## src/rtl/pushpop_pkg.sv

```systemverilog
package pushpop_pkg;
  typedef enum logic [1:0] {
    OP_PUSH    = 2'd0,
    OP_POP     = 2'd1,
    OP_POPRET  = 2'd2,
    OP_POPRETZ = 2'd3
  } op_e;

  typedef enum logic [2:0] {
    S_IDLE, S_MEM, S_RESP, S_SP, S_ZERO, S_RET
  } seq_state_e;

  localparam int NREGS  = 32;
  localparam int IDX_W  = $clog2(NREGS);
  localparam int REG_RA = 1;
  localparam int REG_SP = 2;
  localparam int REG_A0 = 10;
endpackage

```

## src/rtl/pushpop_listdec.sv

```systemverilog
module pushpop_listdec
  import pushpop_pkg::*;
(
  input  logic [3:0]       code,
  input  logic             reduced,
  output logic [NREGS-1:0] bitmap,
  output logic [3:0]       count,
  output logic             bad
);
  localparam int SAVED_LO = 18;   // first of the upper saved group

  always_comb begin
    bitmap = '0;
    if (code >= 4'd4) bitmap[REG_RA] = 1'b1;
    if (code >= 4'd5) bitmap[8]      = 1'b1;
    if (code >= 4'd6) bitmap[9]      = 1'b1;
    for (int k = 7; k <= 14; k++) begin
      if (code >= 4'(k)) bitmap[SAVED_LO + k - 7] = 1'b1;
    end
    if (code == 4'd15) bitmap[27:26] = 2'b11;
  end

  always_comb begin
    count = '0;
    for (int i = 0; i < NREGS; i++) count = count + 4'(bitmap[i]);
  end

  assign bad = (code < 4'd4) || (reduced && (code > 4'd6));
endmodule

```

## src/rtl/pushpop_frame.sv

```systemverilog
module pushpop_frame #(
  parameter int XLEN  = 64,
  parameter int ADJ_W = 8
) (
  input  logic [3:0]       count,
  input  logic             wide,
  input  logic [ADJ_W-1:0] extra,
  output logic [XLEN-1:0]  total
);
  localparam int BYTES_W = 8;

  logic [BYTES_W-1:0] bytes_raw;
  logic [BYTES_W-1:0] bytes_rnd;

  assign bytes_raw = wide ? {1'b0, count, 3'b000} : {2'b00, count, 2'b00};
  assign bytes_rnd = (bytes_raw + 8'd15) & 8'hF0;
  assign total     = XLEN'(bytes_rnd) + XLEN'(extra);
endmodule

```

## src/rtl/pushpop_pick.sv

```systemverilog
module pushpop_pick
  import pushpop_pkg::*;
(
  input  logic [NREGS-1:0] vec,
  output logic [IDX_W-1:0] idx
);
  always_comb begin
    idx = '0;
    for (int i = 0; i < NREGS; i++) begin
      if (vec[i]) idx = IDX_W'(i);
    end
  end
endmodule

```

## src/rtl/pushpop_seq.sv

```systemverilog
module pushpop_seq
  import pushpop_pkg::*;
#(
  parameter int XLEN  = 64,
  parameter int ADJ_W = 8
) (
  input  logic             clk,
  input  logic             rst_n,
  input  logic             req_valid,
  output logic             req_ready,
  input  logic [1:0]       req_op,
  input  logic [3:0]       req_list,
  input  logic [ADJ_W-1:0] req_extra,
  input  logic             req_wide,
  input  logic             req_reduced,
  input  logic [XLEN-1:0]  req_sp,
  output logic             busy,
  output logic             illegal,
  output logic [4:0]       rf_raddr,
  input  logic [XLEN-1:0]  rf_rdata,
  output logic             rf_we,
  output logic [4:0]       rf_waddr,
  output logic [XLEN-1:0]  rf_wdata,
  output logic             mem_valid,
  input  logic             mem_ready,
  output logic             mem_write,
  output logic             mem_wide,
  output logic [XLEN-1:0]  mem_addr,
  output logic [XLEN-1:0]  mem_wdata,
  input  logic             mem_rvalid,
  input  logic [XLEN-1:0]  mem_rdata,
  output logic             pc_valid,
  output logic [XLEN-1:0]  pc_target
);
  seq_state_e       state_q, state_d;
  op_e              op_q, op_d;
  logic             wide_q, wide_d;
  logic [NREGS-1:0] pend_q, pend_d;
  logic [XLEN-1:0]  addr_q, addr_d;
  logic [XLEN-1:0]  spnew_q, spnew_d;
  logic [XLEN-1:0]  ra_q, ra_d;
  logic             ill_q, ill_d;
  logic             dat_en;

  logic [NREGS-1:0] dec_map;
  logic [3:0]       dec_cnt;
  logic             dec_bad;
  logic [XLEN-1:0]  frame;
  logic [IDX_W-1:0] cur;
  logic [NREGS-1:0] pend_clr;
  logic [XLEN-1:0]  step_in, step_q;

  pushpop_listdec u_dec (
    .code(req_list), .reduced(req_reduced),
    .bitmap(dec_map), .count(dec_cnt), .bad(dec_bad)
  );

  pushpop_frame #(.XLEN(XLEN), .ADJ_W(ADJ_W)) u_frame (
    .count(dec_cnt), .wide(req_wide), .extra(req_extra), .total(frame)
  );

  pushpop_pick u_pick (.vec(pend_q), .idx(cur));

  assign step_in  = req_wide ? XLEN'(8) : XLEN'(4);
  assign step_q   = wide_q   ? XLEN'(8) : XLEN'(4);
  assign pend_clr = pend_q & ~(NREGS'(1) << cur);

  assign busy      = (state_q != S_IDLE);
  assign req_ready = (state_q == S_IDLE);
  assign illegal   = ill_q;
  assign mem_write = (op_q == OP_PUSH);
  assign mem_wide  = wide_q;
  assign mem_addr  = addr_q;
  assign mem_wdata = rf_rdata;
  assign rf_raddr  = (state_q == S_MEM) ? cur : 5'd0;
  assign pc_target = ra_q;

  always_comb begin
    state_d   = state_q;
    op_d      = op_q;
    wide_d    = wide_q;
    pend_d    = pend_q;
    addr_d    = addr_q;
    spnew_d   = spnew_q;
    ra_d      = ra_q;
    ill_d     = 1'b0;
    dat_en    = 1'b0;
    mem_valid = 1'b0;
    rf_we     = 1'b0;
    rf_waddr  = '0;
    rf_wdata  = '0;
    pc_valid  = 1'b0;
    unique case (state_q)
      S_IDLE: begin
        if (req_valid) begin
          if (dec_bad) begin
            ill_d = 1'b1;
          end else begin
            dat_en  = 1'b1;
            op_d    = op_e'(req_op);
            wide_d  = req_wide;
            pend_d  = dec_map;
            if (op_e'(req_op) == OP_PUSH) begin
              addr_d  = req_sp - step_in;
              spnew_d = req_sp - frame;
            end else begin
              addr_d  = req_sp + frame - step_in;
              spnew_d = req_sp + frame;
            end
            state_d = S_MEM;
          end
        end
      end
      S_MEM: begin
        mem_valid = 1'b1;
        if (mem_ready) begin
          dat_en = 1'b1;
          if (op_q == OP_PUSH) begin
            pend_d  = pend_clr;
            addr_d  = addr_q - step_q;
            state_d = (pend_clr == '0) ? S_SP : S_MEM;
          end else begin
            state_d = S_RESP;
          end
        end
      end
      S_RESP: begin
        if (mem_rvalid) begin
          dat_en   = 1'b1;
          rf_we    = 1'b1;
          rf_waddr = cur;
          rf_wdata = mem_rdata;
          if (cur == IDX_W'(REG_RA)) ra_d = mem_rdata;
          pend_d  = pend_clr;
          addr_d  = addr_q - step_q;
          state_d = (pend_clr == '0) ? S_SP : S_MEM;
        end
      end
      S_SP: begin
        rf_we    = 1'b1;
        rf_waddr = 5'(REG_SP);
        rf_wdata = spnew_q;
        unique case (op_q)
          OP_POPRETZ: state_d = S_ZERO;
          OP_POPRET:  state_d = S_RET;
          default:    state_d = S_IDLE;
        endcase
      end
      S_ZERO: begin
        rf_we    = 1'b1;
        rf_waddr = 5'(REG_A0);
        rf_wdata = '0;
        state_d  = S_RET;
      end
      S_RET: begin
        pc_valid = 1'b1;
        state_d  = S_IDLE;
      end
      default: state_d = S_IDLE;
    endcase
  end

  always_ff @(posedge clk or negedge rst_n) begin
    if (!rst_n) begin
      state_q <= S_IDLE;
      ill_q   <= 1'b0;
      op_q    <= OP_PUSH;
      wide_q  <= 1'b0;
      pend_q  <= '0;
    end else begin
      state_q <= state_d;
      ill_q   <= ill_d;
      if (dat_en) begin
        op_q   <= op_d;
        wide_q <= wide_d;
        pend_q <= pend_d;
      end
    end
  end

  always_ff @(posedge clk) begin
    if (dat_en) begin
      addr_q  <= addr_d;
      spnew_q <= spnew_d;
      ra_q    <= ra_d;
    end
  end
endmodule

```

## config.mk

```make
export PLATFORM = sky130hd
export DESIGN_NAME = pushpop_seq
export DESIGN_NICKNAME = d
export VERILOG_FILES = /design/src/rtl/pushpop_pkg.sv /design/src/rtl/pushpop_listdec.sv /design/src/rtl/pushpop_frame.sv /design/src/rtl/pushpop_pick.sv /design/src/rtl/pushpop_seq.sv
export SDC_FILE = /design/constraint.sdc
export NUM_CORES = 1
export LEC_CHECK = 0
export BUFFER_PORTS_ARGS = -buffer_cell sky130_fd_sc_hd__clkbuf_2
export CAP_MARGIN = 20
export CORE_MARGIN = 1
export CORE_UTILIZATION = 45
export CTS_CLUSTER_SIZE = 10
export DETAILED_ROUTE_END_ITERATION = 10
export PLACE_DENSITY = 0.73
export SETUP_SLACK_MARGIN = 0.2
export SLEW_MARGIN = 20
export SYNTH_ARGS = -nofsm -noshare
export SYNTH_HDL_FRONTEND = slang
export SYNTH_SLANG_ARGS = --single-unit
```

## constraint.sdc

```tcl
create_clock -name clk -period 7 [get_ports clk]
set_clock_uncertainty 0.1 [all_clocks]
set_input_delay 0.7 -clock clk [delete_from_list [all_inputs] [get_ports clk]]
set_output_delay 0.7 -clock clk [all_outputs]
set_load 0.01 [all_outputs]
```

# Word level (Yosys, flattened, before mapping)
# Index checks and enable logic that the tools add are counted.
op_classes:
  add_sub_neg: 19
  n_lt_le_gt_ge: 13
  eq_ne: 14
  shift: 1
  mux: 84
  n_bitwise: 3
  reduce_logical: 13
op_table:
  columns: ["op", "n"]
  rows:
  - ["two-way mux 64 bit", 8]
  - ["case mux 64 bit (3 select lines)", 1]
  - ["subtractor 64 x 4 -> 64 bit", 3]
  - ["two-way mux 32 bit", 5]
  - ["case mux 64 bit (2 select lines)", 1]
  - ["case mux 32 bit (3 select lines)", 1]
  - ["two-way mux 5 bit", 18]
  - ["adder 64 bit", 1]
  - ["subtractor 64 bit", 1]
  - ["adder 4 x 1 -> 4 bit", 11]
  - ["two-way mux 4 bit", 10]
  - ["AND 32 bit", 1]
  - ["zero test 32 bit", 1]
  - ["NOT 32 bit", 1]
  - ["<< shifter 1 x 5 -> 32 bit (first input constant)", 1]
  - ["greater-or-equal comparator 4 bit (second input constant)", 7]
  - ["two-way mux 3 bit", 8]
  - ["two-way mux 1 bit", 21]
  - ["greater-or-equal comparator 4 x 3 -> 1 bit (second input constant)", 4]
  - ["case mux 3 bit (5 select lines)", 1]
  - ["case mux 5 bit (3 select lines)", 1]
  - ["AND reduction 4 bit", 3]
  - ["two-way mux 2 bit", 5]
  - ["!= test 2 bit (second input constant)", 5]
  - ["other kinds (23)", 28]
totals:
  register_bits: 231
  inputBits: 213
  out_inout_bits: 274
  elab_cells: 155

# Longest topological paths before layout
depth:
  word_depth: 39
  ltp_mapped: 36

# By module
# A second synthesis with hierarchy kept.
unflattened:
  cells_unflattened: 3007
  area_unflattened_um2: 24329.6
by_module_without_submodules:
  columns: ["module", "n_inst", "cells_per_inst", "area_per_inst_um2", "seq_area_each_um2"]
  rows:
  - ["pushpop_seq", 1, 2782, 22679.3, 6741.5]
  - ["pushpop_frame", 1, 88, 684.4, 0.0]
  - ["pushpop_listdec", 1, 77, 613.1, 0.0]
  - ["pushpop_pick", 1, 60, 352.8, 0.0]

# Worst setup path after synthesis
# OpenSTA, ideal clock, no wires.
synth_timing:
  path_kind: "input port to flip-flop"
  start: "in req_list[0]"
  end: "reg addr_q[58] (netlist: mem_addr[58]), data pin"
  setup_ns: 0.264
  arrival_time_ns: 8.574
  t_required_ns: 6.636
  setup_slack_ns: -1.938
  cell_stages: 32
  path_buffers: 2
  path_cell_list: "or2_2 -> a21o_1 -> ha_1 -> inv_1 -> fa_1 -> fa_1 -> inv_1 -> fa_1 -> ha_1 -> fa_1 -> xor2_1 -> nand2_1 -> mux2_2 -> a21oi_1 -> ha_1 -> inv_1 -> fa_1 -> inv_1 -> ha_1 -> buf_4 -> o21a_1 -> o211ai_2 -> a31o_2 -> buf_2 -> a2111oi_0 -> xnor2_1 -> o21ai_2 -> nor4_4 -> nand3_2 -> or4_1 -> xnor2_1 -> o21ai_1"
synth_via:
  elab_chain_len: 23
  word_cells_on_any_way: 45
  classes_between: "add/sub: 16; order compare: 11; eq/ne: 1; mux: 17"
synth_rtl:
  columns: ["element", "line_no", "text"]
  rows:
  - ["start, declared", "pushpop_seq.sv:12", "input logic [3:0] req_list,"]
  - ["greater-or-equal comparator 4 x 3 -> 1 bit, on equally long branches", "pushpop_listdec.sv:14, pushpop_listdec.sv:15", null]
  - ["two-way mux 1 bit, on equally long branches", "pushpop_listdec.sv:14, pushpop_listdec.sv:15", null]
  - ["adder 1 x 1 -> 2 bit", "pushpop_listdec.sv:25", "for (int i = 0; i < NREGS; i++) count = count + 4'(bitmap[i]);"]
  - ["adder 4 x 1 -> 4 bit (10 in series)", "pushpop_listdec.sv:25", null]
  - ["adder 4 x 1 -> 4 bit *", "pushpop_listdec.sv:25", null]
  - ["two-way mux 7 bit *", "pushpop_frame.sv:15", "assign bytes_raw = wide ? {1'b0, count, 3'b000} : {2'b00, count, 2'b00};"]
  - ["adder 8 x 4 -> 8 bit *", "pushpop_frame.sv:16", "assign bytes_rnd = (bytes_raw + 8'd15) & 8'hF0;"]
  - ["adder 8 x 8 -> 9 bit *", "pushpop_frame.sv:17", "assign total = XLEN'(bytes_rnd) + XLEN'(extra);"]
  - ["adder 64 bit *", "pushpop_seq.sv:107", "addr_d = req_sp + frame - step_in;"]
  - ["subtractor 64 x 4 -> 64 bit *", "pushpop_seq.sv:107", null]
  - ["two-way mux 64 bit *", "pushpop_seq.sv:103", "if (op_e'(req_op) == OP_PUSH) begin"]
  - ["two-way mux 64 bit *", "pushpop_seq.sv:96", "if (dec_bad) begin"]
  - ["two-way mux 64 bit *", "pushpop_seq.sv:95", "if (req_valid) begin"]
  - ["case mux 64 bit (3 select lines) *", "pushpop_seq.sv:93", "unique case (state_q)"]
  - ["via addr_d[58]", "pushpop_seq.sv:39", "logic [XLEN-1:0] addr_q, addr_d;"]
  - ["end signal, assigned", "pushpop_seq.sv:183", "addr_q <= addr_d;"]
  - ["end, declared", "pushpop_seq.sv:39", null]
# Mark *: on every way through the listed nets, which the timed path passes. The rest lies on a longest branch. The select of a mux whose other input is x is not followed.
# A chain may end at the register's enable or synchronous reset.

# Worst setup path in the final report
layout_timing:
  start: "in req_list[1]"
  end: "reg addr_q[44] (netlist: mem_addr[44]), data pin"
# Same word-level chain as after synthesis.

==> flow_summary.yaml <==
drt:
  first_pass_iters: 6
  detail-route-antenna-nets: 0
  drt-initial-drc-count: 1743
  vias: 18100
  drc: 0
  via_per_inst: 5.86
  wl_per_cell_microns: 22.4
  wl_microns: 69200
pwr:
  leakage_uw: 0.00984
  p_sw_share_pct: 46.4
  combPwrFrac_pct: 61.5
  seq_power_share_pct: 24.7
  p_int_uw: 5320
  p_sw_uw: 4600
  max-vdd-ir-drop_uv: 330
  clkPwrFrac_pct: 13.8
  p_per_area_nw_per_um2: 409
timing:
  tightest_slew_ns: 1.17
  holdWs_ns: -0.00477
  setup_tns_ns: -45.29
  setup_viol: 63
  slew_headroom_pct: 21.3
  fin_ws_ns: -1.07
  min_period_ns: 8.07
  clock.fmax_mhz: 124
  rsz0062_at_grt: "yes"
  finalHoldViolCount: 1
  final_max_slew_viol_count: 0
  post-route-period-util_pct: 115
placed_design:
  dp_hpwl_microns: 51700
  numPlacedInstances: 2971
  port_buffers: 358
  globalplace.congestion: 0.988
  place_ws_ns: -1.92
cts:
  clkTransAtPathRegs_ns: 0.06
  cts-root-buf: "clkbuf_16"
  hold_buffers: 0
  clk_latency_ns: 0.60
  clkSinkCount: 231
  cts_buffer_depth: 3
  htreeDepth: 1
  cts_tree: "yes"
  cts_buffers: 28
critical_path:
  r2r_cells: 13
  endpoint_kind: "register"
  start_kind: "input pin"
  critPathMaxFanout: 6
  slowest_stage: "fa_2"
  arrival_ns: 8.29
  crit_type: "input pin to register"
  cp.required_ns: 7.22
  critPathMaxStageDelay_ns: 0.54
grt:
  gr-usage-met3_pct: 6.23
  grt_pass1_wl_microns: 103000
  busiest_layer: "met2"
  grt_pass1_vias: 17500
  grt_usage_pct: 33.0
  grt_use_met1_pct: 44.8
  grt_max_degree: 80
  grt-ovfl-total: 0
  grtUsageMet2_pct: 52.3
  antenna_found_initial: 9
final_layout:
  utilization_pct: 62.5
  layout.nets: 2805
  fillers: 3265
  syn2layout_area_growth_pct: 36.6
  layout.cells.non_filler: 3095
  drive_above_1_share_pct: 38.3
yosys:
  ys_warn_count: 0
  synth-seq-area-share_pct: 38.0
  synth_fa_ha_area_share_pct: 3.63
  synth_edf_count: 192
  synth_top_family_by_area: "simple AND/OR/NAND/NOR gates"
  netlist_area_sq_um: 17700
  synth_top_area_cell: "edfxtp_1"
  syn_area_per_cell_sq_um: 8.89
  yosysUniqueCellTypes: 92
  synth_top_area_share_pct: 32.5
  synth_mux_area_share_pct: 1.05
  async_flop_share_pct: 16.9
  syn_nets: 2253
  synth-compound-area-share_pct: 17.1
  yosys.area_share.xor_xnor_pct: 11.6
  ys.flop_type: "edfxtp_1"
  synthCells: 1996
  synth_area_leaders: "edfxtp_1 (33%), xnor2_1 (6.5%), dfrtp_1 (5.5%), nor2_1 (5.0%), xor2_1 (5.0%)"
  ys_ff_latch: 231
  yosys.area_share.simple_pct: 22.1
outcome:
  violations: "hold timing, setup timing"
  run_status: "finished, violations left"
die:
  core_sq_um: 38700
  fp.dieArea_sq_um: 40200
  rows: 72
  die_h_microns: 201
  ioPinCount: 487
  initial_utilization_pct: 45.8
  die_x_microns: 201
flow_run:
  cap_violations: 0
worst_hold_path:
  hold_path_class: "input pin to asynchronous set/reset pin"
[worst max-delay path, delay by kind of cell]
family                   cells  cell delay (ns)
XOR/XNOR                     2             0.43
multiplexers                 1             0.31
buffers and inverters        9             0.87
adder cells (fa/ha/maj)      9             3.27
AO/OA/AOI/OAI                8             1.22
AND/OR/NAND/NOR              6             1.47
[sequential cells by signal (all words and copies together), names as in the netlist]
signal,cells
mem_addr,64
pc_target,64
spnew_q,64
pend_q,32
state_q,3
op_q,2
illegal,1
mem_wide,1
[power by group through the flow]
stage / clock network (uW) / logic (uW) / registers, uW
floorplan: 0 / 3270 / 2440
global placement: 0 / 5250 / 2460
detailed placement: 0 / 5330 / 2460
CTS: 1380 / 5830 / 2440
global route: 1420 / 6550 / 2490
finish: 1360 / 6100 / 2450
[final cells by class]
cell class              count  area, sq um  share of cell area [%]
multi-input cells        1532        11200                    46.3
flip-flops and latches    231         6740                    27.8
repair buffers            697         4550                    18.8
clock buffers              47          782                    3.23
well taps                 518          648                    2.68
inverters                  58          218                   0.899
clock inverters             5         55.1                   0.227
diodes                      7         17.5                  0.0723
[kinds of logic (layout without fill, tap and decap cells)]
logic type | after synthesis | after routing
AOI/OAI and AO/OA | 463 | 464
xor gates and xnor gates | 234 | 234
adders and majority gates | 45 | 45
buffers and inverters | 234 | 807
DFF | 231 | 231
muxes | 18 | 18
other | 0 | 7
and+or+nand+nor | 771 | 771
[worst paths after layout]
kind / from / endpoint / slack (ns)
max reg2reg: mem_wide / mem_addr[57] / 2.66
max in group asynchronous: rst_n / state_q[0] / 6.35
min reg2reg: pend_q[0] / pend_q[0] / 0.42
max: req_list[1] / mem_addr[44] / -1.07
min in group clk: mem_rdata[55] / pc_target[55] / 0.21
min: rst_n / mem_wide / -0.005
[routing by layer]
metal  vias up  wire (microns)  part of all wire [%]
met1      8620           28400                    41
met4         2            2840                   4.1
met5         -              10                 0.014
met2      1023           31600                    46
met3       186            6410                   9.3
li1       8298               -                     -
[cell usage in the layout, fill, tap and decap left out, types with 11 or more instances in the layout]
cell type  count
edfxtp_1     192
or2_2         12
clkbuf_1      18
clkbuf_16     28
o31ai_1       13
nand2_1      150
a21boi_0      11
and3_1        20
or4_1         15
nor2b_1       22
nor2_2        14
and2_1        12
a22oi_1       65
a21oi_1       88
xnor2_1      106
buf_4        294
dfrtp_1       38
inv_1         52
xor2_1        93
nor4_1        27
nor2_1       213
nand3_2       11
nand2b_1      15
o21ai_0       87
or3_1         31
o21ai_2       15
nand4_1       18
o21a_1        15
buf_6         42
o21ai_1       23
clkbuf_2     356
xnor2_2       25
nor3_1        55
ha_1          26
nand3_1       41
[cells in the mapped netlist (all sizes together) (19+ instances only)]
library cell,number
nor2,236
edfxtp,192
nand2,160
xnor2,133
o21ai,128
a21oi,102
xor2,101
buf,96
clkbuf,80
nor3,69
a22oi,66
inv,57
nand3,55
nor4,43
dfrtp,39
or3,36
ha,33
nor2b,26
and3,23
and2,21
or4,20
nand4,19
[what timing repair did]
item / in CTS / in global routing
gates resized for setup: 174 / 74
pin swaps: 65 / 55
buffers inserted: 42 / 22
cloned: 0 / 1
setup endpoints to repair: 110 / 113
[per-stage QoR]
stage	total power [uW]	cell area (sq um)
after detailed placement	7790	21700
after floorplan	5720	18100
after CTS	9660	23700
final	9920	24200
after global placement	7710	21700
after global routing	10500	24200
(Power assumes the default switching activity.)
